==> config.mk <==
export PLATFORM = sky130hd
export DESIGN_NAME = jtag_byte_driver
export DESIGN_NICKNAME = d
export VERILOG_FILES = /design/src/rtl/jtag_byte_driver.sv
export SDC_FILE = /design/constraint.sdc
export NUM_CORES = 1
export LEC_CHECK = 0
export BUFFER_PORTS_ARGS = -buffer_cell sky130_fd_sc_hd__buf_4
export CAP_MARGIN = 20
export CELL_PAD_IN_SITES_DETAIL_PLACEMENT = 1
export CELL_PAD_IN_SITES_GLOBAL_PLACEMENT = 2
export CORE_MARGIN = 2
export CORE_UTILIZATION = 25
export CTS_CLUSTER_SIZE = 14
export DETAILED_ROUTE_END_ITERATION = 8
export PLACE_DENSITY = 0.59
export SLEW_MARGIN = 20
export SYNTH_ARGS = -nofsm -noshare
export SYNTH_HDL_FRONTEND = slang
export SYNTH_SLANG_ARGS = --single-unit
export TNS_END_PERCENT = 20
==> constraint.sdc <==
create_clock -name clk -period 2.2 [get_ports clk]
set_input_delay 0.11 -clock clk [delete_from_list [all_inputs] [get_ports clk]]
set_output_delay 0.11 -clock clk [all_outputs]
set_load 0.01 [all_outputs]
==> src/rtl/jtag_byte_driver.sv <==
module jtag_byte_driver #(
  parameter int DEF_HOLD = 2
) (
  input  logic       clk,
  input  logic       rst_n,
  input  logic       in_valid,
  output logic       in_ready,
  input  logic [7:0] in_data,
  output logic       out_valid,
  input  logic       out_ready,
  output logic [7:0] out_data,
  input  logic       tdo,
  output logic       tck,
  output logic       tms,
  output logic       tdi
);
  localparam int HOLD_W = 4;
  localparam int POS_W  = 3;
  localparam logic [POS_W-1:0] POS_NONE = POS_W'(7);

  logic [POS_W-1:0]  pos_tms, pos_tdi, pos_req, pos_tck;
  logic [HOLD_W-1:0] hold_q, hold_cnt;
  logic              tdo_m, tdo_s;
  logic              resp_pend, resp_bit;

  wire             take   = in_valid && in_ready;
  wire             is_cfg = in_data[7];
  wire             is_req = !is_cfg && in_data[pos_req];
  wire             is_wr  = !is_cfg && !in_data[pos_req];
  wire [2:0]       sel    = in_data[6:4];
  wire [POS_W-1:0] cpos   = in_data[2:0];
  wire             pos_ok = (cpos != POS_NONE);

  assign in_ready  = (hold_cnt == '0) && !resp_pend;
  assign out_valid = resp_pend;
  assign out_data  = {5'b0, resp_bit, 2'b0};

  always_ff @(posedge clk) begin
    if (!rst_n) begin
      tdo_m <= 1'b0;
      tdo_s <= 1'b0;
    end else begin
      tdo_m <= tdo;
      tdo_s <= tdo_m;
    end
  end

  always_ff @(posedge clk) begin
    if (!rst_n) begin
      pos_tms <= POS_W'(0);
      pos_tdi <= POS_W'(1);
      pos_req <= POS_W'(2);
      pos_tck <= POS_W'(3);
      hold_q  <= HOLD_W'(DEF_HOLD);
    end else if (take && is_cfg) begin
      case (sel)
        3'd0: if (pos_ok) pos_tms <= cpos;
        3'd1: if (pos_ok) pos_tdi <= cpos;
        3'd2: if (pos_ok) pos_req <= cpos;
        3'd3: if (pos_ok) pos_tck <= cpos;
        3'd4: hold_q <= in_data[3:0];
        default: ;
      endcase
    end
  end

  always_ff @(posedge clk) begin
    if (!rst_n) begin
      tck      <= 1'b0;
      tms      <= 1'b1;
      tdi      <= 1'b0;
      hold_cnt <= '0;
    end else if (take && is_wr) begin
      tck      <= in_data[pos_tck];
      tms      <= in_data[pos_tms];
      tdi      <= in_data[pos_tdi];
      hold_cnt <= hold_q;
    end else if (hold_cnt != '0) begin
      hold_cnt <= hold_cnt - 1'b1;
    end
  end

  always_ff @(posedge clk) begin
    if (!rst_n) begin
      resp_pend <= 1'b0;
      resp_bit  <= 1'b0;
    end else if (take && is_req) begin
      resp_pend <= 1'b1;
      resp_bit  <= tdo_s;
    end else if (out_ready) begin
      resp_pend <= 1'b0;
    end
  end
endmodule

; ---- Word-level counts from Yosys, hierarchy flattened
; Index checks and enable logic that the tools add are counted.
[word_totals]
in_bits = 13
register_bits = 27
elab_cells = 55
output_inout_bits = 13
[op_classes]
eq_ne = 5
n_addsub = 1
order_cmp = 4
muxes = 12
n_reduce_logical = 20
[op_table]
columns = op, n
row1 = < comparator 3 x 4 -> 1 bit (second input constant), 4
row2 = binary-select mux 1 bit (select 3 bit), 4
row3 = AND reduction 3 bit, 4
row4 = two-way mux 4 bit, 2
row5 = logical AND 1 bit, 7
row6 = equality test 3 x 2 -> 1 bit (second input constant), 2
row7 = two-way mux 1 bit, 6
row8 = logical NOT 4 bit, 1
row9 = nonzero test 2 bit, 2
row10 = nonzero test 4 bit, 1
row11 = subtractor 4 x 1 -> 4 bit (second input constant), 1
row12 = equality test 3 x 1 -> 1 bit (second input constant), 1
row13 = equality test 3 bit (second input constant), 1
row14 = logical NOT 1 bit, 3
row15 = logical NOT 3 bit, 1
row16 = != test 3 bit (second input constant), 1
row17 = AND reduction 2 bit, 1

; ---- Logic depth before layout (Yosys ltp)
; Gate-level depths: netlist of run 1.
[depth]
depth_word = 6
depth_mapped = 7
depth_no_buf = 6

; ---- Worst setup path before layout of run 1
; OpenSTA, ideal clock, no wires.
[synth_path]
path_type = register to register
from = reg hold_cnt[0]
to = reg pos_req[0]
setup_ps = 72
path_buffers = 0
setup_slack_ps = 432
stages_incl_launch_ff = 7
period_less_slack_ps = 1768
arrival_ps = 1697
required_ps = 2128
cell_sequence = dfxtp_1 -> inv_1 -> ha_1 -> nor4b_4 -> nand4_2 -> nor3_1 -> mux2i_1
[synth_between]
elab_chain_len = 5
[synth_rtl]
columns = item, line
row1 = from (decl), 22  ; logic [HOLD_W-1:0] hold_q, hold_cnt;
row2 = from (signal assigned), 77  ; hold_cnt <= hold_q;
row3 = from (signal assigned), 79  ; hold_cnt <= hold_cnt - 1'b1;
row4 = logical NOT 4 bit, 34  ; assign in_ready = (hold_cnt == '0) && !resp_pend;
row5 = logical AND 1 bit, 34
row6 = via in_ready, 7  ; output logic in_ready,
row7 = logical AND 1 bit, 26  ; wire take = in_valid && in_ready;
row8 = logical AND 1 bit, 55  ; end else if (take && is_cfg) begin
row9 = AND reduction 3 bit (no line), -
row10 = to (signal assigned), 59  ; 3'd2: if (pos_ok) pos_req <= cpos;
row11 = to (decl), 21  ; logic [POS_W-1:0] pos_tms, pos_tdi, pos_req, pos_tck;
; The timed path passes the listed nets, and every way through them passes these cells.
; A chain may end at the register's enable or synchronous reset.

; ---- Worst setup path after layout of run 1
[layout_path]
from = reg pos_req[0]
to = reg tdi
[layout_between]
elab_chain_len = 5
[layout_rtl]
columns = item, line
row1 = binary-select mux 1 bit (select 3 bit), 29  ; wire is_wr = !is_cfg && !in_data[pos_req];
row2 = two-way mux 1 bit (not written as such), 29
row3 = logical NOT 1 bit, 29
row4 = logical AND 1 bit, 29
row5 = logical AND 1 bit, 73  ; end else if (take && is_wr) begin
row6 = to (signal assigned), 76  ; tdi <= in_data[pos_tdi];
row7 = to (decl), 15  ; output logic tdi
; No other way between the ends. The select of a mux whose other input is x is not followed.

==> metrics.cfg, run 1 <==
[run_status]
status=completed

[logic_synthesis]
synth-seq-cells=27
syn_area_um2=1563
synth_top_area_frac=0.3459
synth_enable_flop_cells=0
synth_top_area_cell=dfxtp_1
synth_warnings=0
yosysSeqAreaShare=0.3459
async_flop_share=0
syn_inst=161
synthDistinctLibCells=39
synthTopCellsByArea=dfxtp_1 (35%), mux4_2 (12%), mux2i_1 (11%), buf_4 (3.8%), nand2_1 (3.4%)
syn_avg_cell_area_um2=9.707
synthFlopType=dfxtp_1

[floorplan]
die_height_um=83.07
dieWidth_um=83.07
start_util=0.2609
core_um2=5991
die_area_um2=6900
rows=28
ioPinCount=26

[place]
gp_routability_congestion=0.7525
dp_hpwl_um=3164
dp.cells=242
port_buffers=18

[setup_path]
cp_slowest_cell=mux4_2
critPathMaxFanout=9
crit_type=reg -> reg
critPathLaunchType=flip-flop
path_delay_family=multiplexers
startpoint=pos_req[0]$_SDFFE_PN0P_
critPathBufInv=0
timing.rr.end=tdi$_SDFFE_PN0P_
crit_chain=mux2_1, mux4_2, nor4_1, a31o_1
r2r_slack_ns=0.32
cp.depth=4
reg2regPathDepth=4
rr_startpoint=pos_req[0]$_SDFFE_PN0P_
critPathMaxStageDelay_ns=0.53
crit_required_ns=2.43
crit_path_end=tdi$_SDFFE_PN0P_
arrival_ns=2.11
crit_path_end_kind=flip-flop

[finish]
area_growth_pct=12.89
nets=187
drive_above_1_share=0.2164
diodes=0
layout_commonest_cell=dfxtp_1
fill_cells=681
fin_cells=246
mostFrequentLayoutCells=dfxtp_1 (26), buf_4 (20), mux2i_1 (17), nand2_1 (14), nand3_1 (9)

[drt]
detail_route.vias_per_cell=5.045
wirelength_um=4317
antenna_left=0
wire_per_inst_um=17.55
vias=1241
drcViolationCount=0
drtIter0Drc=29
dr.pass1.iters=4

[cts]
cts.sinks=27
clk_latency_ns=0.28
cts-root-buf=clkbuf_8
cts_made_buffers=3
clockBufferDepth=2
htree_num_levels=1
cts_tree=yes
clkSlewWorstSetupHoldPaths_ns=0.11

[sta]
setup_tns_ns=0
min_period_over_period=0.8546
fmax_mhz=531.9
finalClockSkew_ns=0.006331
rsz0062_at_grt=no
finalHoldViolations=0
relSlewSlack=0.6428
max_slew.worst_pin.slew_ns=0.5353
finalMaxSlewViolations=0
finalCriticalPeriod_ns=1.880
setup_viol=0

[global_route]
grt_usage=0.1265
grt_max_degree=22
grt_pass1_wl_um=7024
antenna_found_initial=0
grt_pass1_vias=1348
grt-ovfl-total=0

[power_and_ir_drop]
p_leak_nw=0.6715
cellPowerDensity_nw_per_um2=756.7
ir_drop_uv=304.5

[worst_hold_path]
hold_class=in -> reg

[flow_run]
cap_violations=0

## area by class of cell
| cell class | count | area, µm² | area share |
|---|---|---|---|
| inverter | 6 | 22.52 | 0.01277 |
| multi-input combinational | 114 | 907.1 | 0.5142 |
| sequential | 27 | 541.8 | 0.3071 |
| tap | 75 | 93.84 | 0.05319 |
| clock buffer | 3 | 41.29 | 0.02340 |
| timing repair buffer | 20 | 150.1 | 0.08511 |
| clock inverter | 1 | 7.507 | 0.004255 |
## cells in the mapped netlist (3+ instances only)
library cell	number
o21ai_0	5
mux2i_1	17
mux4_2	8
nand2_1	14
dfxtp_1	27
nand4_1	6
o31ai_1	3
mux2_1	3
inv_1	6
buf_4	8
clkbuf_1	9
nand3_1	9
nor2_1	5
a21oi_1	8
## worst min-delay path by stage
stage / endpoint / startpoint / depth (start not counted) / slack (ns)
after floorplan: tdo_m$_SDFF_PN0_ / tdo / 1 / 0.24
after global placement: tdo_m$_SDFF_PN0_ / tdo / 2 / 0.32
after global routing: tdo_m$_SDFF_PN0_ / tdo / 2 / 0.02
final: tdo_m$_SDFF_PN0_ / tdo / 2 / 0.03
after detailed placement: tdo_m$_SDFF_PN0_ / tdo / 2 / 0.32
after CTS: tdo_m$_SDFF_PN0_ / tdo / 2 / 0.02
## cell families after synthesis
group | after synthesis | share of synthesized area
simple gates | 51 | 0.1882
mux | 29 | 0.2554
flops | 27 | 0.3459
buf+inv | 26 | 0.08807
compound gates | 23 | 0.09288
fa+ha+maj | 2 | 0.01601
xor+xnor | 2 | 0.01121
other cells | 1 | 0.002400
## power by group
| group | internal (W) | switching, W |
|---|---|---|
| Sequential | 0.000533 | 0.0000419 |
| Combinational | 0.000218 | 0.000238 |
| Clock | 0.000129 | 0.000175 |
| Total | 0.000880 | 0.000455 |
## metal layers
| layer | share of wire | vias up | track usage |
|---|---|---|---|
| li1 | - | 589 | - |
| met1 | 0.45 | 629 | 0.1548 |
| met2 | 0.52 | 19 | 0.2331 |
| met5 | 0 | - | 0 |
| met3 | 0.021 | 4 | 0.01690 |
| met4 | 0.0074 | 0 | 0.02981 |
## sequential cells by signal, summed over array words and instances (netlist names), 3 cells and up
name      flops
pos_tdi       3
hold_q        4
pos_tms       3
hold_cnt      4
pos_req       3
pos_tck       3
## stage by stage
step	worst slack [ns]	util	power, W	area [µm²]	hold slack (ns)
after floorplan	0.4317	-	0.0009006	1585	0.2373
after global placement	0.2562	0.2861	0.001035	1714	0.3183
after detailed placement	0.2044	0.2861	0.001041	1714	0.3224
after CTS	0.1798	0.2943	0.001355	1763	0.02237
after global routing	0.1334	0.2945	0.001428	1764	0.01794
final	0.3198	0.2945	0.001335	1764	0.02819
## what timing repair did
action | in CTS | in global routing
buffers inserted | 0 | 0
setup endpoints to repair | 0 | 1
hold buffers | 0 | 0
resized for setup | 0 | 1
Power figures use the tool's default switching activity.
==> run 2, diff against run 1 <==
--- a/config.mk
+++ b/config.mk
@@ -14,7 +14,7 @@
 export CTS_CLUSTER_SIZE = 14
 export DETAILED_ROUTE_END_ITERATION = 8
 export PLACE_DENSITY = 0.59
-export SLEW_MARGIN = 20
+export SLEW_MARGIN = 10
 export SYNTH_ARGS = -nofsm -noshare
 export SYNTH_HDL_FRONTEND = slang
 export SYNTH_SLANG_ARGS = --single-unit
==> constraint.sdc (replaced) <==
create_clock -name clk -period 1.8 [get_ports clk]
set_input_delay 0 -clock clk [delete_from_list [all_inputs] [get_ports clk]]
set_output_delay 0 -clock clk [all_outputs]
set_load 0.01 [all_outputs]
==> run 2 against run 1 <==
Sequential share of layout area is 2.5 points lower. Utilization up 2.9 points. Hold slack improved by 0.00078 ns. Setup slack got worse by 0.28 ns. Global-route usage grew 0.19 points.
==> metrics.cfg, run 2 (same netlist as run 1, synthesis figures left out) <==
[finish]
largestRegisters=hold_cnt (4), hold_q (4)
layout_commonest_cell=buf_4
fill_cells=690  ; +1.3%
drive_above_1_share=0.3316  ; +0.1152
multi_input_area_um2=952.2  ; +5.0%
register_area_um2=546.8  ; +0.92%
nets=203  ; +8.6%
area_growth_pct=23.94
mostFrequentLayoutCells=buf_4 (34), dfxtp_1 (24), mux2i_1 (17), nand2_1 (14), nand3_1 (9)
diodes=0  ; unchanged

[floorplan]
rows=28  ; unchanged
core_um2=5991  ; unchanged
die_height_um=83.07  ; unchanged
ioPinCount=26  ; unchanged
start_util=0.2609  ; unchanged
dieWidth_um=83.07  ; unchanged
die_area_um2=6900  ; unchanged

[power_and_ir_drop]
ir_drop_uv=448.8  ; +47%
power_w=0.001817  ; +36%
cellPowerDensity_nw_per_um2=938.0  ; +24%
p_leak_nw=0.7511  ; +12%

[global_route]
grt_pass1_vias=1462  ; +8.5%
grt_pass1_wl_um=7210  ; +2.6%
grt-ovfl-total=0  ; unchanged
grt_usage=0.1284  ; +0.001899
grt_max_degree=22  ; unchanged
antenna_found_initial=0  ; unchanged

[drt]
antenna_left=0  ; unchanged
detail_route.vias_per_cell=5.004  ; -0.81%
drtIter0Drc=36  ; +24%
drcViolationCount=0  ; unchanged
dr.pass1.iters=4  ; unchanged
wirelength_um=4326  ; +0.21%
wire_per_inst_um=16.51  ; -5.9%
vias=1311  ; +5.6%

[setup_path]
crit_required_ns=2.03  ; -0.40 ns
crit_path_end_kind=flip-flop
crit_type=reg -> reg
critPathLaunchType=flip-flop
critPathMaxFanout=7  ; -2
arrival_ns=1.98  ; -0.13 ns

[sta]
finalCriticalPeriod_ns=1.757  ; -0.1235 ns
finalClockSkew_ns=0.002554  ; -0.003777 ns
setup_viol=0  ; unchanged
fin_ws_ns=0.04326  ; -0.2765 ns
finalHoldViolations=0  ; unchanged
rsz0062_at_grt=yes
min_period_over_period=0.9760  ; +0.1213
fmax_mhz=569.2  ; +7.0%
finalMaxSlewViolations=0  ; unchanged
relSlewSlack=0.5985  ; -0.04430
max_slew.worst_pin.slew_ns=0.6016  ; +0.06638 ns

[cts]
cts_tree=yes
cts.sinks=27  ; unchanged
clockBufferDepth=2  ; unchanged
clk_latency_ns=0.27  ; about the same
cts_made_buffers=3  ; unchanged
htree_num_levels=1  ; unchanged
cts-root-buf=clkbuf_8
clkSlewWorstSetupHoldPaths_ns=0.10  ; about the same

[run_status]
status=completed

[place]
post-place-ws_ns=-0.06942  ; -0.2739 ns
gp_routability_congestion=0.7731  ; +2.7%
dp_hpwl_um=3209  ; +1.4%
port_buffers=18  ; unchanged

[worst_hold_path]
hold_class=in -> reg

[flow_run]
cap_violations=0  ; unchanged

==> run 2: worst paths after layout <==
kind	start	endpoint	slack, ns	depth (start not counted)
min reg2reg	tdo_m$_SDFF_PN0_	tdo_s$_SDFF_PN0_	0.45	1
max reg2reg	pos_req[0]$_SDFFE_PN0P_	tck$_SDFFE_PN0P_	0.04	4
min	rst_n	hold_q[1]$_SDFFE_PN1P_	0.03	2
max	pos_req[0]$_SDFFE_PN0P_	tck$_SDFFE_PN0P_	0.04	4
==> run 2: area by class of cell <==
cell class,count,share of cell area
well taps,75,0.04845
repair buffers,36,0.1421
inverters,6,0.01163
multi-input cells,114,0.4916
flip-flops and latches,27,0.2823
clock inverters,1,0.002584
clock buffers,3,0.02132
==> run 2: timing repair <==
| action | in CTS | in global routing |
|---|---|---|
| hold buffers | 2 | 0 |
| setup buffers | 1 | 2 |
| setup endpoints to repair | 11 | 15 |
| pin swaps | 0 | 4 |
| resized for setup | 2 | 16 |
| hold endpoints to repair | 2 | 0 |
==> run 2: where the power goes <==
part	total (W)	internal [W]	leakage (nW)	switching [W]
sequential	0.000707	0.000654	0.221	0.0000526
clock	0.000351	0.000155	0.0255	0.000196
combinational	0.000759	0.000413	0.505	0.000346
total	0.00182	0.00122	0.751	0.000594
==> run 2: layer usage <==
metal  GRT usage  part of all wire
met5           0                 0
met4     0.02683            0.0088
met3     0.01690             0.037
met2      0.2456              0.52
met1      0.1513              0.43
==> run 2: metrics by stage <==
stage / instance area, µm² / util / hold WS [ns] / setup TNS (ns) / std cells
after floorplan: 1585 / - / 0.1273 / 0 / 167
after global placement: 1797 / 0.2999 / 0.2075 / 0 / 253
after detailed placement: 1797 / 0.2999 / 0.2143 / -0.2557 / 253
after CTS: 1881 / 0.3139 / 0.02830 / 0 / 260
after global routing: 1937 / 0.3233 / 0.02705 / -0.02477 / 262
final: 1937 / 0.3233 / 0.02897 / 0 / 262
==> run 2: worst max-delay path: stages (launching register included) <==
cell     delay, ns
dfxtp_4       0.41
mux2_1        0.34
mux4_2        0.57
nor4_2        0.26
a31o_1        0.13
==> run 3, diff against run 2 <==
--- a/config.mk
+++ b/config.mk
@@ -13,7 +13,9 @@
 export CORE_UTILIZATION = 25
 export CTS_CLUSTER_SIZE = 14
 export DETAILED_ROUTE_END_ITERATION = 8
+export MAX_ROUTING_LAYER = met4
 export PLACE_DENSITY = 0.59
+export SETUP_SLACK_MARGIN = 0.4
 export SLEW_MARGIN = 10
 export SYNTH_ARGS = -nofsm -noshare
 export SYNTH_HDL_FRONTEND = slang
==> run 3 against run 2 <==
Cell area is 0.19% higher. Setup slack better by 0.064 ns. Die area stayed put. Clock power is 6.3% higher. Count of clock-buffer cells in the layout stayed put. Utilization is 0.063 points higher. Clock skew is 0.0031 ns higher. Wire length is 3.5% higher. Flip-flop and latch count stayed put. Non-clock buffer count is 4 lower. Critical endpoint is now hold_cnt[1]$_SDFFE_PN0P_. Largest power group unchanged. Highest routed layer unchanged.
==> metrics.cfg, run 3 (same netlist as run 1, synthesis figures left out) <==
[run_status]
status=completed

[sta]
finalClockSkew_ns=0.005638  ; +0.003084 ns
finalHoldViolations=0  ; unchanged
min_period_over_period=0.9402  ; -0.03572
finalMaxSlewViolations=0  ; unchanged
setup_tns_ns=0  ; unchanged
max_slew.worst_pin.slew_ns=0.5441  ; -0.05752 ns
fmax_mhz=590.9  ; +3.8%
relSlewSlack=0.6369  ; +0.03839
holdWs_ns=0.009705  ; -0.01926 ns
setup_viol=0  ; unchanged
rsz0062_at_grt=yes
fin_ws_ns=0.1076  ; +0.06430 ns
finalCriticalPeriod_ns=1.692  ; -0.06430 ns

[floorplan]
die_height_um=83.07  ; unchanged
ioPinCount=26  ; unchanged
rows=28  ; unchanged
core_um2=5991  ; unchanged
start_util=0.2609  ; unchanged
dieWidth_um=83.07  ; unchanged
die_area_um2=6900  ; unchanged

[place]
dp_hpwl_um=3204  ; -0.16%
post-place-ws_ns=0.05872  ; +0.1281 ns
dp.cells=245  ; -3.2%
gp_routability_congestion=0.7544  ; -2.4%
port_buffers=18  ; unchanged

[finish]
fill_cells=680  ; -1.4%
diodes=0  ; unchanged
drive_above_1_share=0.3279  ; -0.003682
area_growth_pct=24.18
largestRegisters=hold_cnt (4), hold_q (4)
mostFrequentLayoutCells=buf_4 (28), dfxtp_1 (24), mux2i_1 (17), nand2_1 (13), nand3_1 (9)
fin_cells=258  ; -1.5%
nets=199  ; -2.0%
layout_commonest_cell=buf_4

[global_route]
antenna_found_initial=0  ; unchanged
grt_max_degree=22  ; unchanged
grt-ovfl-total=0  ; unchanged
grt_usage=0.1361  ; +0.007749
grt_pass1_vias=1430  ; -2.2%
grt_pass1_wl_um=7396  ; +2.6%

[setup_path]
crit_chain=mux2_4, mux4_2, nor2_2, mux2i_1
cp_slowest_cell=mux4_2
crit_path_end_kind=flip-flop
crit_type=reg -> reg
critPathMaxFanout=7  ; unchanged
crit_required_ns=2.02  ; about the same
path_delay_family=multiplexers
critPathLaunchType=flip-flop
critPathBufInv=0  ; unchanged
critPathMaxStageDelay_ns=0.56  ; about the same
arrival_ns=1.92  ; -0.06 ns

[cts]
cts-root-buf=clkbuf_8
htree_num_levels=1  ; unchanged
cts_made_buffers=3  ; unchanged
cts_tree=yes
clkSlewWorstSetupHoldPaths_ns=0.10  ; about the same
clockBufferDepth=2  ; unchanged
cts.sinks=27  ; unchanged
clk_latency_ns=0.29  ; +0.02 ns

[power_and_ir_drop]
ir_drop_uv=601.9  ; +34%
cellPowerDensity_nw_per_um2=949.6  ; +1.2%
p_leak_nw=0.7515  ; about the same

[drt]
dr.pass1.iters=4  ; unchanged
wire_per_inst_um=17.36  ; +5.1%
detail_route.vias_per_cell=4.984  ; -0.39%
vias=1286  ; -1.9%
drtIter0Drc=25  ; -31%
antenna_left=0  ; unchanged
drcViolationCount=0  ; unchanged
wirelength_um=4478  ; +3.5%

[flow_run]
cap_violations=0  ; unchanged

[worst_hold_path]
hold_class=in -> reg

## run 3: changes by cell type in the layout (fill, tap and decap cells not counted), moves of 2 or more
| cell | change |
|---|---|
| nor3_4 | +2 |
| mux2_4 | +2 |
| o21ai_1 | -2 |
| mux2_1 | -2 |
| buf_4 | -6 |
| o21ai_0 | +2 |
| nor3_2 | -2 |
## run 3: stage by stage
step,util,total power (W),cell area [µm²]
final,0.3239,0.001843,1941
after global routing,0.3239,0.001962,1941
after CTS,0.3160,0.001799,1893
after detailed placement,0.2995,0.001374,1794
after global placement,0.2995,0.001340,1794
after floorplan,-,0.001149,1645
## run 3: report_power, final
group | total, W | internal (W) | leakage, nW | switching, W
registers | 0.000709 | 0.000654 | 0.221 | 0.0000546
logic | 0.000760 | 0.000411 | 0.505 | 0.000350
clock network | 0.000373 | 0.000156 | 0.0255 | 0.000217
total | 0.00184 | 0.00122 | 0.752 | 0.000621
## run 3: path summary, 6_finish.rpt
kind,slack [ns],to,cells past startpoint,start
hold / removal,0.01,hold_q[1]$_SDFFE_PN1P_,2,rst_n
setup / recovery,0.11,hold_cnt[1]$_SDFFE_PN0P_,4,pos_req[0]$_SDFFE_PN0P_
setup reg to reg,0.11,hold_cnt[1]$_SDFFE_PN0P_,4,pos_req[0]$_SDFFE_PN0P_
hold reg to reg,0.45,tdo_s$_SDFF_PN0_,1,tdo_m$_SDFF_PN0_
## run 3: area by class of cell
class	instances	area (µm²)	area share
Clock buffer	3	41.29	0.02128
Clock inverter	1	5.005	0.002579
Inverter	6	22.52	0.01161
Multi-Input combinational cell	114	969.7	0.4997
Sequential cell	27	546.8	0.2818
Tap cell	75	93.84	0.04836
Timing Repair Buffer	32	261.5	0.1348
## run 3: layer usage
metal  up-vias  GRT usage  part of all wire
met2        22     0.2353              0.50
met3         7    0.01690             0.025
met4         0    0.04024             0.017
li1        618          -                 -
met5         -          -                 0
met1       639     0.1662              0.45
## run 3: repair_timing
| item | 4_1_cts | 5_1_grt |
|---|---|---|
| buffers inserted | 3 | 4 |
| setup endpoints to repair | 25 | 26 |
| gates resized for setup | 4 | 2 |
| hold buffers | 2 | 0 |
| endpoints found under the hold margin | 2 | 0 |
| pin swaps | 0 | 1 |
